[config.mk]
export PLATFORM = sky130hd
export DESIGN_NAME = gp_tick_timer
export DESIGN_NICKNAME = d
export VERILOG_FILES = /design/src/rtl/gpt_pkg.sv /design/src/rtl/gpt_prescaler.sv /design/src/rtl/gpt_counter.sv /design/src/rtl/gpt_softrst.sv /design/src/rtl/gp_tick_timer.sv
export SDC_FILE = /design/constraint.sdc
export NUM_CORES = 1
export LEC_CHECK = 0
export BUFFER_PORTS_ARGS = -buffer_cell sky130_fd_sc_hd__clkbuf_2
export CAP_MARGIN = 0
export CORE_MARGIN = 5
export CORE_UTILIZATION = 34
export DETAILED_ROUTE_END_ITERATION = 8
export PLACE_DENSITY = 0.61
export SYNTH_ARGS = -nofsm -noshare
export SYNTH_HDL_FRONTEND = slang
export SYNTH_HIERARCHICAL = 1
export SYNTH_SLANG_ARGS = --single-unit
[constraint.sdc]
create_clock -name clk -period 9.2 [get_ports clk]
set_clock_uncertainty 0.2 [all_clocks]
set_input_delay 1.84 -clock clk [delete_from_list [all_inputs] [get_ports clk]]
set_output_delay 1.84 -clock clk [all_outputs]
set_load 0.01 [all_outputs]
[src/rtl/gpt_pkg.sv]
package gpt_pkg;

  localparam int unsigned DATA_W = 32;
  localparam int unsigned PSC_W  = 16;

  // register indices
  localparam int unsigned IDX_COUNT   = 0;
  localparam int unsigned IDX_PRELOAD = 1;
  localparam int unsigned IDX_STATUS  = 2;
  localparam int unsigned IDX_INTEN   = 3;
  localparam int unsigned IDX_CTRL    = 4;

  // control word bit positions
  localparam int unsigned B_EN     = 0;
  localparam int unsigned B_UP     = 1;
  localparam int unsigned B_AUTO   = 2;
  localparam int unsigned B_SRST   = 3;
  localparam int unsigned B_START  = 4;
  localparam int unsigned B_RELOAD = 5;
  localparam int unsigned B_HALT   = 6;
  localparam int unsigned PSC_LSB  = 16;

  typedef struct packed {
    logic [PSC_W-1:0] psc;
    logic             halt;
    logic             reload;
    logic             start;
    logic             srst;
    logic             auto_rst;
    logic             up;
    logic             en;
  } ctrl_t;

  function automatic ctrl_t ctrl_decode(input logic [DATA_W-1:0] w);
    ctrl_t c;
    c.psc      = w[PSC_LSB +: PSC_W];
    c.halt     = w[B_HALT];
    c.reload   = w[B_RELOAD];
    c.start    = w[B_START];
    c.srst     = w[B_SRST];
    c.auto_rst = w[B_AUTO];
    c.up       = w[B_UP];
    c.en       = w[B_EN];
    return c;
  endfunction

  function automatic logic [DATA_W-1:0] ctrl_encode(input ctrl_t c);
    logic [DATA_W-1:0] w;
    w = '0;
    w[PSC_LSB +: PSC_W] = c.psc;
    w[B_HALT]   = c.halt;
    w[B_RELOAD] = c.reload;
    w[B_START]  = c.start;
    w[B_SRST]   = c.srst;
    w[B_AUTO]   = c.auto_rst;
    w[B_UP]     = c.up;
    w[B_EN]     = c.en;
    return w;
  endfunction

endpackage

[src/rtl/gpt_prescaler.sv]
module gpt_prescaler #(
  parameter int unsigned PSC_W = 16
) (
  input  logic             clk,
  input  logic             rst_n,
  input  logic             por,
  input  logic             run,
  input  logic             restart,
  input  logic [PSC_W-1:0] psc_val,
  output logic             tick
);

  logic [PSC_W-1:0] cnt_q;

  function automatic logic at_limit(input logic [PSC_W-1:0] c, input logic [PSC_W-1:0] lim);
    return c == lim;
  endfunction

  assign tick = run && !restart && at_limit(cnt_q, psc_val);

  always_ff @(posedge clk or negedge rst_n) begin
    if (!rst_n)             cnt_q <= '0;
    else if (por || restart) cnt_q <= '0;
    else if (run) begin
      if (tick) cnt_q <= '0;
      else      cnt_q <= cnt_q + 1'b1;
    end
  end


  tick_wrap_chk: assert property (@(posedge clk) disable iff (!rst_n)
    tick |=> (cnt_q == '0));


  restart_zero_chk: assert property (@(posedge clk) disable iff (!rst_n)
    restart |=> (cnt_q == '0));

endmodule

[src/rtl/gpt_counter.sv]
module gpt_counter #(
  parameter int unsigned CNT_W = 16
) (
  input  logic             clk,
  input  logic             rst_n,
  input  logic             por,
  input  logic             tick,
  input  logic             up,
  input  logic             auto_rst,
  input  logic             load,
  input  logic [CNT_W-1:0] preload,
  input  logic             wr_en,
  input  logic [CNT_W-1:0] wr_val,
  output logic [CNT_W-1:0] count,
  output logic             term_evt
);

  logic [CNT_W-1:0] cnt_q;
  logic [CNT_W-1:0] cnt_nxt;
  logic             at_term;

  function automatic logic [CNT_W-1:0] term_value(input logic dir_up);
    return dir_up ? {CNT_W{1'b1}} : {CNT_W{1'b0}};
  endfunction

  function automatic logic [CNT_W-1:0] step(input logic [CNT_W-1:0] c, input logic dir_up);
    return dir_up ? c + 1'b1 : c - 1'b1;
  endfunction

  assign at_term  = (cnt_q == term_value(up));
  assign term_evt = tick && at_term;
  assign count    = cnt_q;

  always_comb begin
    cnt_nxt = cnt_q;
    if (wr_en)       cnt_nxt = wr_val;
    else if (load)   cnt_nxt = preload;
    else if (tick) begin
      if (at_term) begin
        if (auto_rst) cnt_nxt = preload;
      end else begin
        cnt_nxt = step(cnt_q, up);
      end
    end
  end

  always_ff @(posedge clk or negedge rst_n) begin
    if (!rst_n)   cnt_q <= '0;
    else if (por) cnt_q <= '0;
    else          cnt_q <= cnt_nxt;
  end


  up_step_chk: assert property (@(posedge clk) disable iff (!rst_n)
    (tick && !term_evt && !wr_en && up) |=> (cnt_q == $past(cnt_q) + 1'b1));


  down_step_chk: assert property (@(posedge clk) disable iff (!rst_n)
    (tick && !term_evt && !wr_en && !up) |=> (cnt_q == $past(cnt_q) - 1'b1));


  auto_reload_chk: assert property (@(posedge clk) disable iff (!rst_n)
    (term_evt && auto_rst && !wr_en) |=> (cnt_q == $past(preload)));

endmodule

[src/rtl/gpt_softrst.sv]
module gpt_softrst #(
  parameter int unsigned RST_CYCLES = 8
) (
  input  logic clk,
  input  logic rst_n,
  input  logic go,
  output logic done
);

  localparam int unsigned CW = (RST_CYCLES < 2) ? 1 : $clog2(RST_CYCLES);
  localparam logic [CW-1:0] LAST = CW'(RST_CYCLES - 1);

  logic [CW-1:0] cnt_q;

  assign done = go && (cnt_q == LAST);

  always_ff @(posedge clk or negedge rst_n) begin
    if (!rst_n)          cnt_q <= '0;
    else if (!go || done) cnt_q <= '0;
    else                 cnt_q <= cnt_q + 1'b1;
  end

endmodule

[src/rtl/gp_tick_timer.sv]
module gp_tick_timer
  import gpt_pkg::*;
#(
  parameter int unsigned CNT_W      = 16,
  parameter int unsigned RST_CYCLES = 8,
  parameter int unsigned ADDR_W     = 3
) (
  input  logic              clk,
  input  logic              rst_n,
  input  logic              bus_sel,
  input  logic              bus_wr,
  input  logic [ADDR_W-1:0] bus_addr,
  input  logic [31:0]       bus_wdata,
  output logic [31:0]       bus_rdata,
  output logic              irq
);

  ctrl_t            ctrl_q;
  logic [CNT_W-1:0] preload_q;
  logic [CNT_W-1:0] count_w;
  logic             sts_q;
  logic             ien_q;
  logic             start_d_q;

  // named internal events
  logic wr_any, wr_cnt, wr_pre, wr_sts, wr_ien, wr_ctl;
  logic por, load_evt, run, tick, term_evt;

  assign wr_any = bus_sel && bus_wr && !ctrl_q.srst;
  assign wr_cnt = wr_any && (bus_addr == ADDR_W'(IDX_COUNT));
  assign wr_pre = wr_any && (bus_addr == ADDR_W'(IDX_PRELOAD));
  assign wr_sts = wr_any && (bus_addr == ADDR_W'(IDX_STATUS));
  assign wr_ien = wr_any && (bus_addr == ADDR_W'(IDX_INTEN));
  assign wr_ctl = wr_any && (bus_addr == ADDR_W'(IDX_CTRL));

  assign load_evt = ctrl_q.en && !ctrl_q.srst && ctrl_q.start &&
                    (!start_d_q || ctrl_q.reload);
  assign run      = ctrl_q.en && !ctrl_q.srst && ctrl_q.start && !ctrl_q.halt;

  gpt_softrst #(.RST_CYCLES(RST_CYCLES)) u_srst (
    .clk  (clk),
    .rst_n(rst_n),
    .go   (ctrl_q.srst),
    .done (por)
  );

  gpt_prescaler #(.PSC_W(PSC_W)) u_psc (
    .clk    (clk),
    .rst_n  (rst_n),
    .por    (por),
    .run    (run),
    .restart(load_evt),
    .psc_val(ctrl_q.psc),
    .tick   (tick)
  );

  gpt_counter #(.CNT_W(CNT_W)) u_cnt (
    .clk     (clk),
    .rst_n   (rst_n),
    .por     (por),
    .tick    (tick),
    .up      (ctrl_q.up),
    .auto_rst(ctrl_q.auto_rst),
    .load    (load_evt),
    .preload (preload_q),
    .wr_en   (wr_cnt),
    .wr_val  (bus_wdata[CNT_W-1:0]),
    .count   (count_w),
    .term_evt(term_evt)
  );

  always_ff @(posedge clk or negedge rst_n) begin
    if (!rst_n)      ctrl_q <= '0;
    else if (por)    ctrl_q <= '0;
    else if (wr_ctl) ctrl_q <= ctrl_decode(bus_wdata);
    else begin
      if (term_evt && !ctrl_q.auto_rst)  ctrl_q.start  <= 1'b0;
      if (ctrl_q.en && !ctrl_q.srst)     ctrl_q.reload <= 1'b0;
    end
  end

  always_ff @(posedge clk or negedge rst_n) begin
    if (!rst_n)                           start_d_q <= 1'b0;
    else if (por)                         start_d_q <= 1'b0;
    else if (ctrl_q.en && !ctrl_q.srst)   start_d_q <= ctrl_q.start;
  end

  always_ff @(posedge clk or negedge rst_n) begin
    if (!rst_n)      preload_q <= '0;
    else if (por)    preload_q <= '0;
    else if (wr_pre) preload_q <= bus_wdata[CNT_W-1:0];
  end

  always_ff @(posedge clk or negedge rst_n) begin
    if (!rst_n)                       sts_q <= 1'b0;
    else if (por)                     sts_q <= 1'b0;
    else if (term_evt)                sts_q <= 1'b1;
    else if (wr_sts && bus_wdata[0])  sts_q <= 1'b0;
  end

  always_ff @(posedge clk or negedge rst_n) begin
    if (!rst_n)      ien_q <= 1'b0;
    else if (por)    ien_q <= 1'b0;
    else if (wr_ien) ien_q <= bus_wdata[0];
  end

  always_comb begin
    bus_rdata = '0;
    if (bus_sel) begin
      if (bus_addr == ADDR_W'(IDX_COUNT))        bus_rdata[CNT_W-1:0] = count_w;
      else if (bus_addr == ADDR_W'(IDX_PRELOAD)) bus_rdata[CNT_W-1:0] = preload_q;
      else if (bus_addr == ADDR_W'(IDX_STATUS))  bus_rdata[0] = sts_q;
      else if (bus_addr == ADDR_W'(IDX_INTEN))   bus_rdata[0] = ien_q;
      else if (bus_addr == ADDR_W'(IDX_CTRL))    bus_rdata = ctrl_encode(ctrl_q);
    end
  end

  assign irq = sts_q && ien_q;


  stop_at_term_chk: assert property (@(posedge clk) disable iff (!rst_n)
    (term_evt && !ctrl_q.auto_rst && !wr_ctl) |=> !ctrl_q.start);


  status_set_chk: assert property (@(posedge clk) disable iff (!rst_n)
    term_evt |=> sts_q);


  reload_clear_chk: assert property (@(posedge clk) disable iff (!rst_n)
    (ctrl_q.reload && ctrl_q.en && !ctrl_q.srst && !wr_ctl) |=> !ctrl_q.reload);


  halt_hold_chk: assert property (@(posedge clk) disable iff (!rst_n)
    (ctrl_q.halt && !load_evt && !wr_cnt) |=> $stable(count_w));


  soft_reset_chk: assert property (@(posedge clk) disable iff (!rst_n)
    por |=> (count_w == '0 && ctrl_q == '0 && !sts_q && !ien_q));


  start_load_chk: assert property (@(posedge clk) disable iff (!rst_n)
    (ctrl_q.en && !ctrl_q.srst && ctrl_q.start && !start_d_q && !wr_cnt)
      |=> (count_w == $past(preload_q)));

endmodule

Word-level counts from Yosys, hierarchy flattened
Index checks and enable logic that the tools add are counted.
{"block": "totals", "word_cells": 101, "register_bits": 77}
{"block": "op_classes", "reduce_logical": 37, "n_mux": 37, "n_eq_ne": 8, "add_sub_neg": 4}
{"op": "16-bit two-way mux", "n": 17}
{"op": "32-bit two-way mux", "n": 2}
{"op": "31-bit two-way mux", "n": 2}
{"op": "16-bit by 1-bit adder with 16-bit output, second input constant", "n": 2}
{"op": "16-bit equality test", "n": 2}
{"op": "23-bit two-way mux", "n": 1}
{"op": "1-bit logical AND", "n": 18}
{"op": "17-bit two-way mux", "n": 1}
{"op": "16-bit by 1-bit subtractor with 16-bit output, second input constant", "n": 1}
{"op": "1-bit two-way mux", "n": 11}
{"op": "2-bit nonzero test", "n": 5}
{"op": "3-bit nonzero test", "n": 3}
{"op": "3-bit by 2-bit equality test with 1-bit output, second input constant", "n": 2}
{"op": "3-bit equality test, second input constant", "n": 2}
{"op": "1-bit zero test", "n": 5}
{"op": "5-bit by 4-bit != test with 1-bit output, second input constant", "n": 1}
{"op": "4-bit two-way mux", "n": 1}
{"op": "4-bit nonzero test", "n": 1}
{"op": "3-bit by 1-bit adder with 3-bit output, second input constant", "n": 1}
{"op": "3-bit by 1-bit equality test with 1-bit output, second input constant", "n": 1}
{"op": "3-bit zero test", "n": 1}
{"op": "1-bit logical OR", "n": 3}
{"op": "3-bit two-way mux", "n": 1}
{"op": "2-bit two-way mux", "n": 1}
{"op": "2-bit AND reduction", "n": 1}

Longest topological paths before layout
{"block": "depth", "depth_word": 12, "ltp_mapped": 11, "depth_no_buf": 10}

Cells and area by module
The synthesis kept the hierarchy.
{"mod": "gp_tick_timer", "area_each_um2": 2516.2, "cells_each": 268, "seq_area_each_um2": 1051.0, "instances": 1}
{"mod": "gpt_counter", "area_each_um2": 1920.6, "cells_each": 227, "seq_area_each_um2": 400.4, "instances": 1}
{"mod": "gpt_prescaler", "area_each_um2": 1164.9, "cells_each": 129, "seq_area_each_um2": 400.4, "instances": 1}
{"mod": "gpt_softrst", "area_each_um2": 137.6, "cells_each": 9, "seq_area_each_um2": 75.1, "instances": 1}

Least setup slack after synthesis
Ideal clock, no wire load.
{"block": "synth_path", "path_type": "input -> output", "from": "input port bus_addr[0]", "to": "output port bus_rdata[4]", "t_arrival_ps": 2780, "stages": 5, "n_path_buf": 2, "path_slack_ps": 4380, "path_cell_list": "buf_4 > inv_1 > clkbuf_1 > o21ai_0 > a211oi_1"}
{"block": "synth_between", "elab_chain_cells": 7, "word_cells_on_any_way": 11}
{"item": "start, declared", "line": "gp_tick_timer.sv:12", "text": "input logic [ADDR_W-1:0] bus_addr,"}
{"item": "3-bit equality test", "line": "gp_tick_timer.sv:114", "text": "else if (bus_addr == ADDR_W'(IDX_CTRL)) bus_rdata = ctrl_encode(ctrl_q);"}
{"item": "32-bit two-way mux", "line": "gp_tick_timer.sv:114"}
{"item": "31-bit two-way mux", "line": "gp_tick_timer.sv:113", "text": "else if (bus_addr == ADDR_W'(IDX_INTEN)) bus_rdata[0] = ien_q;"}
{"item": "31-bit two-way mux", "line": "gp_tick_timer.sv:112", "text": "else if (bus_addr == ADDR_W'(IDX_STATUS)) bus_rdata[0] = sts_q;"}
{"item": "16-bit two-way mux", "line": "gp_tick_timer.sv:111", "text": "else if (bus_addr == ADDR_W'(IDX_PRELOAD)) bus_rdata[CNT_W-1:0] = preload_q;"}
{"item": "16-bit two-way mux (*)", "line": "gp_tick_timer.sv:110", "text": "if (bus_addr == ADDR_W'(IDX_COUNT)) bus_rdata[CNT_W-1:0] = count_w;"}
{"item": "32-bit two-way mux (*)", "line": "gp_tick_timer.sv:109", "text": "if (bus_sel) begin"}
{"item": "end, declared", "line": "gp_tick_timer.sv:14", "text": "output logic [31:0] bus_rdata,"}
Mark *: on every way between the ends. The rest lies on a longest branch, timed or not.

Worst setup path in the final report
{"block": "layout_path", "from": "input port bus_addr[0]", "to": "output port bus_rdata[17]"}
The elaborated chain is that of the path after synthesis.

==> flow_summary.yaml <==
run_status:
  status: "finished, final reports clean"
clock_network:
  clk_latency_ns: 0.34
  numClockSinks: 77
  ctsHoldBuffers: 0
  post_cts_buffers: 0
  clockBufferDepth: 2
  h-tree-depth: 3
  cts-root-buf: "clkbuf_16"
  clk_pin_slew_ns: 0.07
  cts_tree: "yes"
  cts_made_buffers: 9
  cts-resized-gates: 0
global_routing:
  grt_pass1_wl_mm: 25.5
  antenna_found_initial: 0
  grt.overflow.total: 0
  grt_usage_pct: 16.0
  grt_pass1_vias: 4732
  grt_max_degree: 92
timing:
  min_period_ns: 5.18
  finalMaxSlewViolations: 0
  max_freq_mhz: 193
  setup_violations: 0
  setup_tns_ns: 0
  fin_crit_sh_pct: 56.3
  worst_pin_slew_ns: 1.09
  max_slew_margin_pct: 27.0
  timing.final.hold_violations: 0
  rsz0062_at_grt: "no"
synthesis:
  ys_ff_latch: 77
  synth_cell_types: 79
  ys_warn_count: 6
  synth-main-ff-cell: "dfrtp_1"
  syn-num-nets: 690
  netlist_instances: 633
  ys_seq_area_share_pct: 33.6
  syn-cell-area_mm2: 0.00574
  synth_edf_count: 0
  async_reset_ff_share_pct: 100
  synth_area_per_cell_um2: 9.07
hold_path:
  hp-class: "flop to flop"
die:
  die_x_um: 140
  die-area_mm2: 0.0196
  pin_count: 72
  placementRows: 47
  initial_core_util_pct: 34.6
  core_mm2: 0.0166
  die_h_um: 140
layout:
  fin_util_pct: 39.2
  antenna_cells: 0
  final_cells: 907
  layout_common_cells: "77 x dfrtp_1, 70 x clkbuf_2, 54 x nand2b_1"
  nets: 739
  areaGrowthSynthToFinish_pct: 13.4
  final_common_cell: "dfrtp_1"
  drive_gt1_share_pct: 17.3
routing:
  routed_wl_mm: 15.6
  ant_nets: 0
  dr.pass1.iters: 4
  drcViolationCount: 0
  vias_per_cell: 5.37
  wl_per_cell_um: 17.2
  vias: 4875
  drt-initial-drc-count: 285
worst_setup_path:
  rr_startpoint: "ctrl_q[3]"
  crit_arrival_ns: 3.14
  reg2reg_depth: 11
  cp_max_fo: 34
  crit_required_ns: 7.16
  r2r_slack_ns: 5.56
  cp-start-kind: "primary input"
  timing.rr.end: "u_cnt/count[7]"
  worstSetupEndpoint: "bus_rdata[17]"
  endpoint_kind: "output port"
  critPathKind: "primary input to output port"
  startpoint: "bus_addr[0]"
power:
  pwr-share-comb_pct: 44.6
  p_seq_share_pct: 32.2
  clkPwrFrac_pct: 23.2
  cellPowerDensity_mw_per_mm2: 281
  ir_worst_vdd_uv: 102
  p_total_mw: 1.83
  p_sw_share_pct: 40.3
  p_leak_nw: 2.91
  power.internal_mw: 1.09
  p_sw_mw: 0.736
placed_design:
  port_buffers: 71
  gp_congestion: 0.883
  post-place-cells: 891
  dp_hpwl_mm: 11.3
flow_run:
  maxCapViolations: 0
cells in the mapped netlist (all sizes together) (4+ instances only):
cell	instances	area, um2
a21o	15	114
a22o	6	52.6
a211oi	10	80.1
nand2	45	169
nand4b	18	158
or3	5	32.5
mux2i	41	410
a21oi	21	116
nand2b	54	338
a221oi	5	50.0
nand3	12	72.6
buf	16	134
nor4	13	103
nand4	6	37.5
nor3	17	96.4
and2	21	138
dfrtp	77	1930
and3	7	46.3
nor2b	4	25.0
xor2	24	210
and4	7	67.6
inv	16	60.1
o21ai	40	204
clkbuf	22	123
a31oi	4	25.0
nand3b	6	45.0
ha	17	213
xnor2	12	105
nor2	51	199
metal layers:
layer	share of wire, %	wire, um	track usage (%)
met4	1.3	198	4.59
met3	4.5	698	3.31
met1	46	7110	21.3
met2	49	7590	26.4
met5	0	0	0
layout make-up:
class                           count  area (um2)
Multi-Input combinational cell    502        3500
Sequential cell                    77        1930
Clock buffer                       10         239
Tap cell                          220         275
Clock inverter                      6         116
Inverter                           16        60.1
Fill cell                        1727       10100
Timing Repair Buffer               76         395
worst min path at each step:
stage	startpoint	cells after the start	slack (ns)	to
floorplan	u_srst/cnt_q[0]	1	0.23	u_srst/cnt_q[0]
global placement	u_srst/cnt_q[0]	1	0.25	u_srst/cnt_q[0]
detailed placement	u_srst/cnt_q[0]	1	0.25	u_srst/cnt_q[0]
CTS	u_srst/cnt_q[0]	1	0.26	u_srst/cnt_q[0]
global route	u_srst/cnt_q[0]	1	0.28	u_srst/cnt_q[0]
finish	u_srst/cnt_q[0]	1	0.25	u_srst/cnt_q[0]
power groups by stage:
stage / logic (mW) / clock network [mW] / registers, mW
after global routing: 0.913 / 0.449 / 0.602
after CTS: 0.812 / 0.434 / 0.587
after floorplan: 0.660 / 0 / 0.532
after detailed placement: 0.811 / 0 / 0.591
final: 0.816 / 0.424 / 0.588
after global placement: 0.798 / 0 / 0.593
sequential cells by signal, indices dropped and copies added, names as in the netlist:
register / flops
u_psc/cnt_q: 16
sts_q: 1
u_srst/cnt_q: 3
ctrl_q: 23
ien_q: 1
u_cnt/count: 16
start_d_q: 1
preload_q: 16
cell families (layout without fill, tap and decap cells):
group	count (synthesis)	count (layout)	synth area share, %
and+or+nand+nor	276	276	28.2
AOI/OAI and AO/OA	130	130	15.8
DFF	77	77	33.6
buffers and inverters	54	108	5.52
muxes	42	42	7.35
xor gates and xnor gates	36	36	5.49
adders and majority gates	18	18	4.05
critical path: stages:
cell	delay (ns)
clkbuf_2	0.31
and4bb_1	0.37
buf_4	0.28
and2_1	0.18
clkbuf_2	0.13
stage by stage:
step                      hold slack (ns)  setup WS (ns)  area [um2]
after detailed placement            0.249           4.02        6150
after global routing                0.278           3.87        6510
final                               0.253           4.02        6510
after global placement              0.249           4.05        6150
after floorplan                     0.229           4.38        5740
after CTS                           0.257           4.02        6510
Power figures use the tool's default switching activity.
